==> config.mk <==
export PLATFORM = sky130hd
export DESIGN_NAME = fdc_host_regs
export DESIGN_NICKNAME = d
export VERILOG_FILES = /design/src/rtl/fdc_regs_pkg.sv /design/src/rtl/fdc_pin_sync.sv /design/src/rtl/fdc_activity.sv /design/src/rtl/fdc_ctrl_regs.sv /design/src/rtl/fdc_host_regs.sv
export SDC_FILE = /design/constraint.sdc
export NUM_CORES = 1
export LEC_CHECK = 0
export BUFFER_PORTS_ARGS = -buffer_cell sky130_fd_sc_hd__buf_2
export CORE_ASPECT_RATIO = 0.8
export CORE_MARGIN = 4
export CORE_UTILIZATION = 55
export CTS_CLUSTER_DIAMETER = 150
export DETAILED_ROUTE_END_ITERATION = 8
export PLACE_DENSITY_LB_ADDON = 0.15
export SLEW_MARGIN = 40
export SYNTH_ARGS = -nofsm -noshare
export SYNTH_HDL_FRONTEND = slang
export SYNTH_SLANG_ARGS = --single-unit
export TNS_END_PERCENT = 5
==> constraint.sdc <==
create_clock -name clk -period 2.7 [get_ports clk]
set_input_delay 0.405 -clock clk [delete_from_list [all_inputs] [get_ports clk]]
set_output_delay 0.405 -clock clk [all_outputs]
set_load 0.01 [all_outputs]
==> src/rtl/fdc_regs_pkg.sv <==
`timescale 1ns/1ps
package fdc_regs_pkg;
  typedef enum logic [1:0] {
    MODE_AT  = 2'b00,
    MODE_PS2 = 2'b01,
    MODE_M30 = 2'b10,
    MODE_AT2 = 2'b11
  } fdc_mode_e;

  localparam int BYTE_W = 8;
  localparam int ADDR_W = 3;
  localparam int RATE_W = 2;
  localparam int PRE_W  = 3;
  localparam int DOR_W  = 6;
  localparam int TAPE_W = 2;
  localparam logic [RATE_W-1:0] RATE_RST = 2'b10;

  localparam logic [ADDR_W-1:0] OFS_STA  = 3'd0;
  localparam logic [ADDR_W-1:0] OFS_STB  = 3'd1;
  localparam logic [ADDR_W-1:0] OFS_DOR  = 3'd2;
  localparam logic [ADDR_W-1:0] OFS_TAPE = 3'd3;
  localparam logic [ADDR_W-1:0] OFS_RATE = 3'd4;
  localparam logic [ADDR_W-1:0] OFS_CFG  = 3'd7;

  // pins whose edges are tracked (low indices of the synchronizer)
  localparam int EV_N      = 4;
  localparam int EV_WDATA  = 0;
  localparam int EV_RDATA  = 1;
  localparam int EV_STEP   = 2;
  localparam int EV_WGATE  = 3;
  localparam int TOG_N     = 2;
  localparam int EDGE_ONLY = 2;  // wdata/rdata: edges only, no level
  localparam int PIN_N     = 10;

  // level view indices (synchronizer bits above EDGE_ONLY)
  localparam int LV_STEP   = 0;
  localparam int LV_WGATE  = 1;
  localparam int LV_DIR    = 2;
  localparam int LV_HDSEL  = 3;
  localparam int LV_TRK0   = 4;
  localparam int LV_INDEX  = 5;
  localparam int LV_WPT    = 6;
  localparam int LV_DSKCHG = 7;
endpackage

==> src/rtl/fdc_pin_sync.sv <==
`timescale 1ns/1ps
module fdc_pin_sync #(
  parameter int WIDTH     = 10,
  parameter int STAGES    = 2,
  parameter int EDGE_W    = 4,
  parameter int EDGE_ONLY = 2,
  parameter logic [EDGE_W-1:0] EDGE_POL = 4'b0011,  // 1 = rising, 0 = falling
  localparam int LVL_W    = WIDTH - EDGE_ONLY
) (
  input  logic              clk,
  input  logic              rst_n,
  input  logic [WIDTH-1:0]  pins_n,
  output logic [LVL_W-1:0]  level_o,
  output logic [EDGE_W-1:0] edge_o
);
  logic [STAGES-1:0][WIDTH-1:0] pipe_q, pipe_d;
  logic [EDGE_W-1:0]            prev_q;
  logic [WIDTH-1:0]             synced;

  always_comb begin
    pipe_d[0] = pins_n;
    for (int i = 1; i < STAGES; i++) pipe_d[i] = pipe_q[i-1];
  end

  always_ff @(posedge clk or negedge rst_n) begin
    if (!rst_n) begin
      pipe_q <= '1;
      prev_q <= '1;
    end else begin
      pipe_q <= pipe_d;
      prev_q <= synced[EDGE_W-1:0];
    end
  end

  assign synced  = pipe_q[STAGES-1];
  assign level_o = synced[WIDTH-1:EDGE_ONLY];

  for (genvar g = 0; g < EDGE_W; g++) begin : g_edge
    if (EDGE_POL[g]) begin : g_rise
      assign edge_o[g] = synced[g] & ~prev_q[g];
    end else begin : g_fall
      assign edge_o[g] = ~synced[g] & prev_q[g];
    end
  end

  // edges come from the synchronized value and its one-cycle-old copy
  assert_edge_src_R14: assert property (@(posedge clk) disable iff (!rst_n)
    (synced[EDGE_W-1:0] == prev_q) |-> (edge_o == '0));
endmodule

==> src/rtl/fdc_activity.sv <==
`timescale 1ns/1ps
module fdc_activity
  import fdc_regs_pkg::*;
(
  input  logic             clk,
  input  logic             rst_n,
  input  logic [EV_N-1:0]  ev,
  input  logic             clr,
  output logic [TOG_N-1:0] tog,
  output logic [EV_N-1:0]  stk
);
  logic [TOG_N-1:0] tog_q, tog_d;
  logic [EV_N-1:0]  stk_q, stk_d;

  always_comb begin
    tog_d = tog_q ^ ev[TOG_N-1:0];
    stk_d = ev | (stk_q & ~{EV_N{clr}});  // a new edge wins over the clear
  end

  always_ff @(posedge clk or negedge rst_n) begin
    if (!rst_n) begin
      tog_q <= '0;
      stk_q <= '0;
    end else begin
      tog_q <= tog_d;
      stk_q <= stk_d;
    end
  end

  assign tog = tog_q;
  assign stk = stk_q;

  assert_sticky_clear_R5: assert property (@(posedge clk) disable iff (!rst_n)
    (clr && ev == '0) |=> (stk == '0));
  assert_sticky_keep_R5: assert property (@(posedge clk) disable iff (!rst_n)
    (!clr) |=> ((stk & $past(stk)) == $past(stk)));
  assert_toggle_wd_R4: assert property (@(posedge clk) disable iff (!rst_n)
    ev[EV_WDATA] |=> (tog[0] != $past(tog[0])));
endmodule

==> src/rtl/fdc_ctrl_regs.sv <==
`timescale 1ns/1ps
module fdc_ctrl_regs
  import fdc_regs_pkg::*;
(
  input  logic              clk,
  input  logic              rst_n,
  input  fdc_mode_e         mode,
  input  logic              wr,
  input  logic [ADDR_W-1:0] addr,
  input  logic [BYTE_W-1:0] wdata,
  output logic [DOR_W-1:0]  dor,
  output logic [TAPE_W-1:0] tape_sel,
  output logic [RATE_W-1:0] rate,
  output logic [PRE_W-1:0]  precomp,
  output logic              pwr_down,
  output logic              nopre,
  output logic              soft_rst
);
  logic [DOR_W-1:0]  dor_q, dor_d;
  logic [TAPE_W-1:0] tape_q, tape_d;
  logic [RATE_W-1:0] rate_q, rate_d;
  logic [PRE_W-1:0]  pre_q, pre_d;
  logic              pd_q, pd_d, nopre_q, nopre_d, soft_q, soft_d;

  always_comb begin
    dor_d   = dor_q;
    tape_d  = tape_q;
    rate_d  = rate_q;
    pre_d   = pre_q;
    pd_d    = pd_q;
    nopre_d = nopre_q;
    soft_d  = 1'b0;
    if (wr) begin
      unique case (addr)
        OFS_DOR:  dor_d  = wdata[DOR_W-1:0];
        OFS_TAPE: tape_d = wdata[TAPE_W-1:0];
        OFS_RATE: begin
          rate_d = wdata[RATE_W-1:0];
          pre_d  = wdata[RATE_W +: PRE_W];
          pd_d   = wdata[6];
          soft_d = wdata[7];
        end
        OFS_CFG: begin
          rate_d = wdata[RATE_W-1:0];
          if (mode == MODE_M30) nopre_d = wdata[2];
        end
        default: ;
      endcase
    end
  end

  always_ff @(posedge clk or negedge rst_n) begin
    if (!rst_n) begin
      dor_q   <= '0;
      tape_q  <= '0;
      rate_q  <= RATE_RST;
      pre_q   <= '0;
      pd_q    <= 1'b0;
      nopre_q <= 1'b0;
      soft_q  <= 1'b0;
    end else begin
      dor_q   <= dor_d;
      tape_q  <= tape_d;
      rate_q  <= rate_d;
      pre_q   <= pre_d;
      pd_q    <= pd_d;
      nopre_q <= nopre_d;
      soft_q  <= soft_d;
    end
  end

  assign dor      = dor_q;
  assign tape_sel = tape_q;
  assign rate     = rate_q;
  assign precomp  = pre_q;
  assign pwr_down = pd_q;
  assign nopre    = nopre_q;
  assign soft_rst = soft_q;

  assert_rate_hold_R10: assert property (@(posedge clk) disable iff (!rst_n)
    !(wr && (addr == OFS_RATE || addr == OFS_CFG)) |=> $stable(rate));
  assert_precomp_hold_R9: assert property (@(posedge clk) disable iff (!rst_n)
    !(wr && addr == OFS_RATE) |=> ($stable(precomp) && $stable(pwr_down)));
  assert_softrst_once_R9: assert property (@(posedge clk) disable iff (!rst_n)
    soft_rst |=> !soft_rst);
  assert_nopre_hold_R12: assert property (@(posedge clk) disable iff (!rst_n)
    !(wr && addr == OFS_CFG && mode == MODE_M30) |=> $stable(nopre));
  assert_dor_hold_R6: assert property (@(posedge clk) disable iff (!rst_n)
    !(wr && addr == OFS_DOR) |=> $stable(dor));
endmodule

==> src/rtl/fdc_host_regs.sv <==
`timescale 1ns/1ps
module fdc_host_regs
  import fdc_regs_pkg::*;
#(
  parameter int SYNC_STAGES = 2
) (
  input  logic              clk,
  input  logic              rst_n,
  input  logic [1:0]        mode,
  input  logic [ADDR_W-1:0] host_addr,
  input  logic [BYTE_W-1:0] host_wdata,
  input  logic              host_rd,
  input  logic              host_wr,
  output logic [BYTE_W-1:0] host_rdata,
  input  logic [BYTE_W-1:0] msr_in,
  input  logic              step_n,
  input  logic              dir_n,
  input  logic              hdsel_n,
  input  logic              wgate_n,
  input  logic              wdata_n,
  input  logic              rdata_n,
  input  logic              trk0_n,
  input  logic              index_n,
  input  logic              wpt_n,
  input  logic              dskchg_n,
  input  logic              irq_pend,
  input  logic              drq,
  output logic              motor_a,
  output logic              drive_sel_a,
  output logic              ctrl_reset,
  output logic              dma_irq_en,
  output logic [RATE_W-1:0] data_rate,
  output logic [PRE_W-1:0]  precomp,
  output logic              power_down
);
  localparam int LVL_W = PIN_N - EDGE_ONLY;

  fdc_mode_e         mode_e;
  logic [PIN_N-1:0]  pins_n;
  logic [LVL_W-1:0]  lv;
  logic [EV_N-1:0]   ev;
  logic [TOG_N-1:0]  tog;
  logic [EV_N-1:0]   stk;
  logic [DOR_W-1:0]  dor;
  logic [TAPE_W-1:0] tape_sel;
  logic [RATE_W-1:0] rate;
  logic              nopre, soft_rst, clr_act;

  assign mode_e = fdc_mode_e'(mode);
  assign pins_n = {dskchg_n, wpt_n, index_n, trk0_n, hdsel_n, dir_n,
                   wgate_n, step_n, rdata_n, wdata_n};

  fdc_pin_sync #(
    .WIDTH(PIN_N), .STAGES(SYNC_STAGES), .EDGE_W(EV_N),
    .EDGE_ONLY(EDGE_ONLY), .EDGE_POL(4'b0011)
  ) u_sync (
    .clk(clk), .rst_n(rst_n), .pins_n(pins_n), .level_o(lv), .edge_o(ev)
  );

  assign clr_act = host_rd && (host_addr == OFS_CFG);

  fdc_activity u_act (
    .clk(clk), .rst_n(rst_n), .ev(ev), .clr(clr_act), .tog(tog), .stk(stk)
  );

  fdc_ctrl_regs u_ctrl (
    .clk(clk), .rst_n(rst_n), .mode(mode_e), .wr(host_wr), .addr(host_addr),
    .wdata(host_wdata), .dor(dor), .tape_sel(tape_sel), .rate(rate),
    .precomp(precomp), .pwr_down(power_down), .nopre(nopre), .soft_rst(soft_rst)
  );

  assign motor_a     = dor[4];
  assign drive_sel_a = (dor[1:0] == 2'b00);
  assign ctrl_reset  = ~dor[2] | soft_rst;
  assign dma_irq_en  = (mode_e == MODE_PS2) ? 1'b1 : dor[3];
  assign data_rate   = rate;

  always_comb begin
    host_rdata = 8'h00;
    unique case (host_addr)
      OFS_STA: begin
        if (mode_e == MODE_PS2)
          host_rdata = {irq_pend, 1'b1, ~lv[LV_STEP], lv[LV_TRK0], ~lv[LV_HDSEL],
                        lv[LV_INDEX], lv[LV_WPT], ~lv[LV_DIR]};
        else if (mode_e == MODE_M30)
          host_rdata = {irq_pend, drq, stk[EV_STEP], ~lv[LV_TRK0], lv[LV_HDSEL],
                        ~lv[LV_INDEX], ~lv[LV_WPT], lv[LV_DIR]};
        else
          host_rdata = 8'hFF;
      end
      OFS_STB: begin
        if (mode_e == MODE_PS2)
          host_rdata = {2'b11, dor[0], tog[EV_WDATA], tog[EV_RDATA],
                        ~lv[LV_WGATE], 1'b0, dor[4]};
        else if (mode_e == MODE_M30)
          host_rdata = {2'b11, ~drive_sel_a, stk[EV_WDATA], stk[EV_RDATA],
                        stk[EV_WGATE], 2'b11};
        else
          host_rdata = 8'hFF;
      end
      OFS_DOR:  host_rdata = {2'b00, dor};
      OFS_TAPE: host_rdata = {4'b0011, 2'b11, tape_sel};
      OFS_RATE: host_rdata = msr_in;
      OFS_CFG: begin
        if (mode_e == MODE_PS2)
          host_rdata = {~lv[LV_DSKCHG], 4'b1111, rate, rate[1] ^ rate[0]};
        else if (mode_e == MODE_M30)
          host_rdata = {lv[LV_DSKCHG], 3'b000, dor[3], nopre, rate};
        else
          host_rdata = {~lv[LV_DSKCHG], 7'b0};
      end
      default: host_rdata = 8'h00;
    endcase
  end

  assert_softrst_port_R9: assert property (@(posedge clk) disable iff (!rst_n)
    (host_wr && host_addr == OFS_RATE && host_wdata[7]) |=> ctrl_reset);
  assert_motor_stable_R6: assert property (@(posedge clk) disable iff (!rst_n)
    !(host_wr && host_addr == OFS_DOR) |=> $stable(motor_a));
endmodule

==> metrics.cfg <==
[floorplan]
core_area_sq_um=3471
start_util_pct=57.50
fp.dieW_microns=75.35
rows=19
dieArea_sq_um=4662
die_h_microns=61.88
num_io_pins=55

[yosys]
synth-seq-area-share_pct=59.25
syn-num-nets=203
syn-cell-area_sq_um=1996
synthTopCellsByArea=dfstp_2 (33%), dfrtp_1 (26%), mux2_2 (7.9%), nand2_1 (2.6%), nand2b_1 (2.5%)
async_flop_share_pct=100.0
ys_seq_elements=46
synth_ff_type=dfstp_2
synth_warnings=0
ys_types=37
synthCells=166
synth_edf_count=0
synth_largest_area_cell=dfstp_2
synth_area_per_cell_sq_um=12.02
synth.top_cell.area_share_pct=32.92

[power_and_ir_drop]
p_leak_uw=0.001089
p_total_uw=1647
powerDensity_nw_per_um2=689.2
worst_ir_drop_vdd_uv=490.5

[global_routing]
grt_max_degree=47
grt.total_usage_pct=20.71
antenna_found_initial=0
grt_pass1_wl_mm=7.086
grt_overflow=0
first_global_vias=1532

[timing]
tns_ns=0
fin_crit_sh_pct=84.32
fin_crit_ns=2.277
rsz0062_at_grt=no
setup_viol=0
fin_skew_ns=0.004783
fmax_mhz=439.2
final-hold-violation-count=0
finalMaxSlewViolations=0
worst_slew_pin_slew_ns=0.6239
slew_headroom_pct=58.32

[clocking]
cts_hold_buf=0
post_cts_resized=0
htree_levels=2
cts.sink_count=46
cts_tree=built
cts.clk_slew.worst_paths_ns=0.08
worst_skew_pair.late_latency_ns=0.30
post_cts_buffers=0
cts_buffer_depth=2
cts_buffers=5
clock-root-buffer=clkbuf_8

[drt]
ant_nets=0
vias_per_cell=5.673
dr.pass1.iters=4
vias=1492
routedWlPerCell_microns=17.00
wirelength_mm=4.470
drc=0
drt_iter0_drc=167

[final_layout]
syn2layout_area_growth_pct=19.75
antenna-diode-count=0
drive_above_1_share_pct=47.51
fin_area_sq_um=2390
fin_util_pct=68.85
finalNetCount=257

[status]
status=finished clean

[placement]
portBuffers=54
place_congestion=0.8413
hpwl_mm=3.342
dpl-instance-area_sq_um=2280

[worst_setup_path]
crit_path_end_kind=primary output
cp.arrival_ns=1.87
crit_fanout=7
cp.required_ns=2.30
path_class=in -> out
cp-start-kind=primary input
reg2reg_depth=2

[job]
cap_violations=0

[min_path]
hp-class=in -> async

-- state kept, by name, indices dropped and copies added, names as in the netlist --
signal and flops:
u_act.tog 2, u_ctrl.dor 6, u_ctrl.rate 2, u_sync.pipe_d 10
u_ctrl.soft_rst 1, u_ctrl.nopre 1, u_ctrl.precomp 3, u_ctrl.tape_sel 2
u_sync.synced 10, u_ctrl.pwr_down 1, u_sync.prev_q 4, u_act.stk 4
-- cell families after synthesis --
kind of cell	count (synthesis)	share of synthesized area (%)
xor gates and xnor gates	4	1.755
AOI/OAI and AO/OA	39	13.92
muxes	17	9.404
DFF	46	59.25
and+or+nand+nor	48	12.48
buffers and inverters	12	3.197
-- cell type report --
| class | instances | area, sq um |
|---|---|---|
| Multi-Input combinational cell | 108 | 749.5 |
| Clock inverter | 2 | 37.54 |
| Clock buffer | 6 | 72.57 |
| Inverter | 4 | 15.01 |
| Sequential cell | 46 | 1182 |
| Tap cell | 42 | 52.55 |
| Timing Repair Buffer | 55 | 280.3 |
| Fill cell | 263 | 1081 |
-- cells in the final DEF (no fill, tap or decap), types with 4 or more instances in the layout --
master,n
nand2b_1,8
a22oi_1,5
dfrtp_1,21
mux2_2,14
nor2_1,9
nand2_1,14
dfstp_2,25
a211oi_1,4
xnor2_1,4
inv_1,4
a21oi_1,5
buf_2,53
o21ai_0,7
clkbuf_8,5
nor2b_1,4
-- report_power, final --
group / total (uW) / internal (uW) / switching, uW
clock: 501 / 276 / 225
sequential: 854 / 794 / 59.7
combinational: 292 / 143 / 150
-- path summary, 6_finish.rpt --
path	end	slack [ns]	start
setup / recovery	host_rdata[5]	0.42	mode[0]
setup reg to reg	u_act.tog[1]	1.84	u_sync.synced[1]
max in group asynchronous	u_sync.prev_q[0]	2.22	rst_n
min in group clk	u_sync.pipe_d[17]	0.20	index_n
hold / removal	u_act.stk[3]	0.10	rst_n
hold reg to reg	u_sync.synced[9]	0.36	u_sync.pipe_d[19]
-- worst max-delay path, cell delays in order --
cell	delay, ns
buf_2	0.11
nor2b_1	0.53
a221oi_2	0.14
or4_1	0.52
buf_2	0.16
-- routing by layer --
metal / part of all wire (%) / up-vias / wire length (microns) / GRT usage, %
met2: 48 / 71 / 2140 / 32.35
met4: 1.3 / 0 / 60 / 7.731
li1: - / 697 / - / -
met5: 0 / - / 0 / 0
met1: 42 / 715 / 1870 / 28.30
met3: 8.9 / 9 / 398 / 5.145
-- synthesized netlist by cell type (2+ instances only) --
cell type / number
dfstp_2: 25
dfrtp_1: 21
mux2_2: 14
nand2_1: 14
nor2_1: 9
nand2b_1: 8
o21ai_0: 7
buf_2: 6
a21oi_1: 5
a22oi_1: 5
a211oi_1: 4
inv_1: 4
nor2b_1: 4
xnor2_1: 4
a211o_1: 3
and3_1: 3
mux2i_1: 3
o22ai_1: 3
or3_1: 3
nand3_1: 2
o211ai_1: 2
o2bb2ai_1: 2
-- stage by stage --
step | hold WS [ns] | setup slack (ns) | instances
after floorplan | 0.1094 | 0.9673 | 166
after global placement | 0.3454 | 0.5451 | 255
after detailed placement | 0.3468 | 0.4784 | 255
after CTS | 0.1105 | 0.4688 | 263
after global routing | 0.1290 | 0.3418 | 263
final | 0.1006 | 0.4233 | 263
Note: power is estimated with default switching activity, not from simulation.
